### src/rtl/wpu_pkg.sv
package wpu_pkg;
    localparam int CMD_AW = 15;
    localparam logic [CMD_AW-1:0] CMD_ADDR_HI = 15'h5555;
    localparam logic [CMD_AW-1:0] CMD_ADDR_LO = 15'h2AAA;
    localparam logic [7:0] KEY_FIRST  = 8'hAA;
    localparam logic [7:0] KEY_SECOND = 8'h55;
    localparam logic [7:0] OP_LOCK    = 8'hA0;
    localparam logic [7:0] OP_EXTEND  = 8'h80;
    localparam logic [7:0] OP_FREE    = 8'h20;

    typedef enum logic [2:0] {
        SEQ_IDLE,
        SEQ_GOT1,
        SEQ_GOT2,
        SEQ_GOT3,
        SEQ_GOT4,
        SEQ_GOT5
    } seq_step_e;
endpackage

### src/rtl/wpu_seq_match.sv
module wpu_seq_match
    import wpu_pkg::*;
(
    input  seq_step_e         step_i,
    input  logic [CMD_AW-1:0] addr_i,
    input  logic [7:0]        data_i,
    output seq_step_e         next_o,
    output logic              consumed_o,
    output logic              en_done_o,
    output logic              dis_done_o
);
    logic at_hi, at_lo;

    always_comb begin
        at_hi      = (addr_i == CMD_ADDR_HI);
        at_lo      = (addr_i == CMD_ADDR_LO);
        next_o     = SEQ_IDLE;
        consumed_o = 1'b0;
        en_done_o  = 1'b0;
        dis_done_o = 1'b0;
        unique case (step_i)
            SEQ_IDLE, SEQ_GOT3: begin
                if (at_hi && data_i == KEY_FIRST) begin
                    consumed_o = 1'b1;
                    next_o     = (step_i == SEQ_IDLE) ? SEQ_GOT1 : SEQ_GOT4;
                end
            end
            SEQ_GOT1, SEQ_GOT4: begin
                if (at_lo && data_i == KEY_SECOND) begin
                    consumed_o = 1'b1;
                    next_o     = (step_i == SEQ_GOT1) ? SEQ_GOT2 : SEQ_GOT5;
                end
            end
            SEQ_GOT2: begin
                if (at_hi && data_i == OP_LOCK) begin
                    consumed_o = 1'b1;
                    en_done_o  = 1'b1;
                end else if (at_hi && data_i == OP_EXTEND) begin
                    consumed_o = 1'b1;
                    next_o     = SEQ_GOT3;
                end
            end
            SEQ_GOT5: begin
                if (at_hi && data_i == OP_FREE) begin
                    consumed_o = 1'b1;
                    dis_done_o = 1'b1;
                end
            end
            default: next_o = SEQ_IDLE;
        endcase
    end
endmodule

### src/rtl/wpu_cycle_timer.sv
module wpu_cycle_timer #(
    parameter int LOAD_CYC = 30000,
    parameter int PROG_CYC = 2000000
) (
    input  logic clk,
    input  logic rst_n,
    input  logic stb_i,
    output logic window_o,
    output logic busy_o,
    output logic close_o,
    output logic done_o
);
    localparam int CNT_MAX = (LOAD_CYC > PROG_CYC) ? LOAD_CYC : PROG_CYC;
    localparam int CW      = $clog2(CNT_MAX + 1);
    localparam logic [CW-1:0] LOAD_LAST = CW'(LOAD_CYC - 1);
    localparam logic [CW-1:0] PROG_LAST = CW'(PROG_CYC - 1);

    typedef struct packed {
        logic          win;
        logic          busy;
        logic [CW-1:0] cnt;
    } tmr_st_t;

    tmr_st_t st_d, st_q;

    always_comb begin
        st_d    = st_q;
        close_o = 1'b0;
        done_o  = 1'b0;
        if (st_q.busy) begin
            if (st_q.cnt == PROG_LAST) begin
                st_d.busy = 1'b0;
                st_d.cnt  = '0;
                done_o    = 1'b1;
            end else begin
                st_d.cnt = st_q.cnt + 1'b1;
            end
        end else if (stb_i) begin
            st_d.win = 1'b1;
            st_d.cnt = '0;
        end else if (st_q.win) begin
            if (st_q.cnt == LOAD_LAST) begin
                st_d.win  = 1'b0;
                st_d.busy = 1'b1;
                st_d.cnt  = '0;
                close_o   = 1'b1;
            end else begin
                st_d.cnt = st_q.cnt + 1'b1;
            end
        end
    end

    always_ff @(posedge clk or negedge rst_n) begin
        if (!rst_n) st_q <= '0;
        else        st_q <= st_d;
    end

    assign window_o = st_q.win;
    assign busy_o   = st_q.busy;


    win_busy_excl_chk: assert property (@(posedge clk) disable iff (!rst_n)
        !(st_q.win && st_q.busy));


    busy_from_window_chk: assert property (@(posedge clk) disable iff (!rst_n)
        $rose(st_q.busy) |-> $past(st_q.win));
endmodule

### src/rtl/wpu_guard.sv
module wpu_guard
    import wpu_pkg::*;
#(
    parameter int ADDR_W   = 19,
    parameter int LOAD_CYC = 30000,
    parameter int PROG_CYC = 2000000
) (
    input  logic              clk,
    input  logic              rst_n,
    input  logic              init_n,
    input  logic              wr_stb,
    input  logic [ADDR_W-1:0] wr_addr,
    input  logic [7:0]        wr_data,
    output logic              commit_vld,
    output logic [ADDR_W-1:0] commit_addr,
    output logic [7:0]        commit_data,
    output logic              prog_start,
    output logic              prog_dummy,
    output logic              busy,
    output logic              protect
);
    typedef struct packed {
        seq_step_e         step;
        logic              unlock;
        logic              wrote;
        logic              pend_v;
        logic              pend_val;
        logic              cvld;
        logic [ADDR_W-1:0] caddr;
        logic [7:0]        cdata;
        logic              pstart;
        logic              pdummy;
    } guard_st_t;

    guard_st_t st_d, st_q;
    logic      protect_d, protect_q;
    logic      accept, win, busy_w, close, done;
    seq_step_e m_next;
    logic      m_cons, m_en, m_dis;

    assign accept = wr_stb && !busy_w;

    wpu_cycle_timer #(.LOAD_CYC(LOAD_CYC), .PROG_CYC(PROG_CYC)) tmr_i (
        .clk      (clk),
        .rst_n    (rst_n),
        .stb_i    (accept),
        .window_o (win),
        .busy_o   (busy_w),
        .close_o  (close),
        .done_o   (done)
    );

    wpu_seq_match match_i (
        .step_i     (st_q.step),
        .addr_i     (wr_addr[CMD_AW-1:0]),
        .data_i     (wr_data),
        .next_o     (m_next),
        .consumed_o (m_cons),
        .en_done_o  (m_en),
        .dis_done_o (m_dis)
    );

    always_comb begin
        st_d        = st_q;
        protect_d   = protect_q;
        st_d.cvld   = 1'b0;
        st_d.pstart = 1'b0;
        st_d.pdummy = 1'b0;
        if (accept) begin
            if (m_cons) begin
                st_d.step = m_next;
                if (m_en) begin
                    st_d.pend_v   = 1'b1;
                    st_d.pend_val = 1'b1;
                    if (protect_q) st_d.unlock = 1'b1;
                end
                if (m_dis) begin
                    st_d.pend_v   = 1'b1;
                    st_d.pend_val = 1'b0;
                end
            end else begin
                st_d.step = SEQ_IDLE;
                if (!protect_q || st_q.unlock) begin
                    st_d.cvld  = 1'b1;
                    st_d.caddr = wr_addr;
                    st_d.cdata = wr_data;
                    st_d.wrote = 1'b1;
                end
            end
        end
        if (close) begin
            st_d.pstart = 1'b1;
            st_d.pdummy = !st_q.wrote;
            st_d.step   = SEQ_IDLE;
            st_d.unlock = 1'b0;
            st_d.wrote  = 1'b0;
        end
        if (done && st_q.pend_v) begin
            protect_d   = st_q.pend_val;
            st_d.pend_v = 1'b0;
        end
    end

    always_ff @(posedge clk or negedge rst_n) begin
        if (!rst_n) st_q <= '0;
        else        st_q <= st_d;
    end

    always_ff @(posedge clk or negedge init_n) begin
        if (!init_n) protect_q <= 1'b0;
        else         protect_q <= protect_d;
    end

    assign commit_vld  = st_q.cvld;
    assign commit_addr = st_q.caddr;
    assign commit_data = st_q.cdata;
    assign prog_start  = st_q.pstart;
    assign prog_dummy  = st_q.pdummy;
    assign busy        = busy_w;
    assign protect     = protect_q;


    busy_drop_chk: assert property (@(posedge clk) disable iff (!rst_n)
        (wr_stb && busy) |=> !commit_vld);


    prot_at_done_chk: assert property (@(posedge clk) disable iff (!rst_n || !init_n)
        (protect != $past(protect)) |-> ($past(busy) && !busy));


    locked_commit_chk: assert property (@(posedge clk) disable iff (!rst_n || !init_n)
        commit_vld |-> ($past(!protect) || $past(st_q.unlock)));


    dummy_with_start_chk: assert property (@(posedge clk) disable iff (!rst_n)
        prog_dummy |-> prog_start);


    start_busy_chk: assert property (@(posedge clk) disable iff (!rst_n)
        prog_start |-> (busy && !commit_vld));


    commit_in_window_chk: assert property (@(posedge clk) disable iff (!rst_n)
        commit_vld |-> win);
endmodule

### config.mk
export PLATFORM = sky130hd
export DESIGN_NAME = wpu_guard
export DESIGN_NICKNAME = d
export VERILOG_FILES = /design/src/rtl/wpu_pkg.sv /design/src/rtl/wpu_seq_match.sv /design/src/rtl/wpu_cycle_timer.sv /design/src/rtl/wpu_guard.sv
export SDC_FILE = /design/constraint.sdc
export NUM_CORES = 1
export LEC_CHECK = 0
export BUFFER_PORTS_ARGS = -buffer_cell sky130_fd_sc_hd__clkbuf_2
export CAP_MARGIN = 20
export CORE_ASPECT_RATIO = 0.75
export CORE_MARGIN = 5
export CORE_UTILIZATION = 50
export CTS_CLUSTER_DIAMETER = 100
export DETAILED_ROUTE_END_ITERATION = 10
export MAX_ROUTING_LAYER = met4
export PLACE_DENSITY = 0.82
export SKIP_LAST_GASP = 1
export SLEW_MARGIN = 20
export SYNTH_ARGS = -nofsm -noshare
export SYNTH_HDL_FRONTEND = slang
export SYNTH_SLANG_ARGS = --single-unit
### constraint.sdc
create_clock -name clk -period 2.9 [get_ports clk]
set_input_delay 0 -clock clk [delete_from_list [all_inputs] [get_ports clk]]
set_output_delay 0 -clock clk [all_outputs]
set_load 0.05 [all_outputs]
==> summary.txt <==
Status -> finished clean
Layout cells sized above 1 -> 26.34%
Starting Density -> 51.42%
# nets final -> 399
Initial antenna violation count -> 0
FP Rows -> 25
Number of CTS-inserted buffers -> 9
Pwr Total -> 2029 uW
Vias in the first global route -> 2528
Syn. warnings -> 0
Crit Path Class -> reg -> reg
Tcrit/Tclk final -> 84.65%
Post-synth EDFFs -> 0
Register area share after synthesis -> 47.21%
Layout Skew -> 0.007830 ns
Avg Inst Size Synth -> 10.92 um^2
F_max -> 407.4 MHz
Worst Setup End Kind -> flip-flop
Design Area, Final -> 3946 um^2
Final period demand of the worst path -> 2.455 ns
Hpwl dp -> 5124 um
TNS Setup -> 0 ns
Crit path required time -> 3.08 ns
Iteration-0 DRC Markers -> 269
Reg power frac -> 45.2%
Post-DRT Antenna Nets -> 0
Ports -> 63
Total number of vias -> 2547
WHS Endpoint -> tmr_i.st_q[6]
Setup Fix Bufs, Post-CTS -> 0
Maximum vdd drop -> 287.3 uV
Sw power -> 602.0 uW
Sequential Area -> 1526 um^2
# fillers -> 469
Port Buffers -> 62
Post-route core utilization -> 62.77%
Die H -> 79.64 um
R2r setup slk -> 0.45 ns
Worst R2R End -> tmr_i.st_q[12]
PwrDens -> 514.2 nW/um^2
Post-synthesis sequential element count -> 61
Clk pwr share -> 37.4%
GP Congestion -> 0.9208
Core ar. -> 6287 um^2
CP Launch Type -> flip-flop
TritonRoute pass-1 iters -> 4
Hold_sp -> wr_stb
Multi-input logic area -> 1438 um^2
Max Cap Viol -> 0
Comb pwr share -> 17.4%
Worst-case reg-to-reg path depth -> 6
Final Hold Viols -> 0
Worst-skew pair later-pin latency -> 0.34 ns
Slew @ Worst Pin -> 0.7581 ns
Hold WC Path Type -> in -> reg
Placed inst area -> 3421 um^2
Post-Synthesis Net Count -> 328
Final setup violation count -> 0
Ys flop type -> dfrtp_1
H-tree depth -> 3
Grt total ovfl -> 0
CTS sink count -> 61
Tot GR Track Use -> 19.91%
Arr. time, crit path -> 2.64 ns
Slew Viols, Final -> 0
Post-synth ARST share -> 100.0%
Static leakage -> 0.001777 uW
Switching Share -> 29.67%
Hold depth -> 3
Syn Inst Count -> 296
Routed length per instance -> 16.96 um
Clock Path Buffers -> 2
Layout area overhead -> 22.06%
Commonest cells after routing, fill and taps aside -> clkbuf_2 (62), dfrtp_1 (61), dlygate4sd3_1 (30)
Global-route wire length before repair -> 12250 um
Vias per inst -> 5.598
Synth cell types -> 52
Crit-path max FO -> 16
CTS root buf -> clkbuf_8
Die area -> 8191 um^2
Routed wire length -> 7719 um
Die width -> 102.9 um
CTS tree -> yes
Slew margin rel. -> 49.07%
Clk slew on worst S/H paths -> 0.07 ns
Commonest non-fill, non-tap cell in the layout -> clkbuf_2
Internal power -> 1427 uW
Residual DRC -> 0
Unrepaired setup endpoints after global routing -> false
R2r startpoint -> tmr_i.st_q[0]
Syn Std Cell Area -> 3233 um^2
Largest net degree at the start of global routing -> 39
[worst max-delay path: stages, from the launching register on]
cell     delay [ns]
dfrtp_1        0.39
ha_1           0.20
and3_1         0.25
nand4_1        0.19
o41a_1         0.53
a21oi_2        0.58
nor2_1         0.17
[per-stage QoR]
step | worst slack (ns) | hold slack, ns | instances
CTS | 0.5335 | 0.002152 | 452
global route | 0.3182 | 0.01696 | 453
detailed placement | 0.5560 | -0.2088 | 406
finish | 0.4452 | 0.02377 | 455
global placement | 0.6370 | -0.2079 | 406
floorplan | 0.6488 | -0.2956 | 296
[registers in the layout, indices dropped and copies added (netlist names)]
| name | cells |
|---|---|
| tmr_i.busy_o | 1 |
| tmr_i.window_o | 1 |
| protect | 1 |
| st_q | 7 |
| prog_dummy | 1 |
| commit_addr | 19 |
| commit_data | 8 |
| prog_start | 1 |
| commit_vld | 1 |
| tmr_i.st_q | 21 |
[cell usage after synthesis, types with 2 or more instances]
cell type	number	share of area (%)
nand2_1	16	1.9
and4b_1	3	0.93
buf_4	27	6.3
a32o_1	2	0.62
o21ai_0	3	0.46
nand2b_1	2	0.39
dfrtp_1	61	47
nor4_1	4	0.77
buf_6	2	0.70
a22oi_1	3	0.70
o31ai_1	4	0.93
or4bb_1	2	0.70
xor2_1	12	3.3
nor4bb_1	3	0.93
inv_1	6	0.70
nor3_1	6	0.93
nor2_1	27	3.1
a21o_1	2	0.46
nand3b_1	3	0.70
nand4_1	7	1.4
and3_1	6	1.2
nor4b_1	6	1.6
xnor2_1	5	1.4
mux2_4	10	4.6
o211ai_1	4	0.93
clkbuf_1	5	0.58
o21ai_1	5	0.77
mux2_1	18	6.3
nand3_1	12	1.9
o21bai_1	2	0.46
buf_2	2	0.31
a31oi_1	3	0.58
nor2b_1	2	0.39
a21oi_1	3	0.46
[layout make-up]
class | count | share of cell area, %
antenna | 2 | 0.1268
clock buffer | 10 | 3.488
clock inverter | 6 | 1.585
inverter | 6 | 0.5707
multi-input combinational | 193 | 36.43
sequential | 61 | 38.68
tap | 81 | 2.568
timing repair buffer | 96 | 16.55
[worst max path at each step]
stage                           end           from  depth (start not counted)  slack (ns)
floorplan           commit_addr[10]   tmr_i.busy_o                          8        0.65
global placement     commit_data[5]       st_q[35]                          6        0.64
detailed placement   tmr_i.st_q[10]  tmr_i.st_q[0]                          6        0.56
CTS                  tmr_i.st_q[10]  tmr_i.st_q[0]                          6        0.53
global route         tmr_i.st_q[12]  tmr_i.st_q[9]                          5        0.32
finish               tmr_i.st_q[12]  tmr_i.st_q[0]                          6        0.45
[power groups by stage]
stage	logic (uW)	clock network (uW)	registers, uW
floorplan	273	0	927
global placement	312	0	929
detailed placement	317	0	932
CTS	349	775	916
global route	373	813	920
finish	353	759	917
[cell families (layout without fill, tap and decap cells)]
kind of cell / Yosys count / after routing / synth area share [%]
and+or+nand+nor: 109 / 109 / 19.81
DFF: 61 / 61 / 47.21
buffers and inverters: 42 / 118 / 8.552
AOI/OAI and AO/OA: 37 / 37 / 8.204
muxes: 29 / 29 / 11.22
xor gates and xnor gates: 17 / 17 / 4.605
adders and majority gates: 1 / 1 / 0.3869
other: 0 / 2 / 0
[layer usage]
metal	track usage (%)	vias up	part of all wire [%]
met4	8.409	0	1.8
li1	-	1186	-
met2	29.90	98	48
met1	25.71	1249	44
met5	-	-	0
met3	5.066	14	6.6
[what timing repair did]
item	CTS	global route
resized for setup	0	0
hold buffers	30	0
endpoints found under the hold margin	66	0
Note: power is estimated with default switching activity, not from simulation.
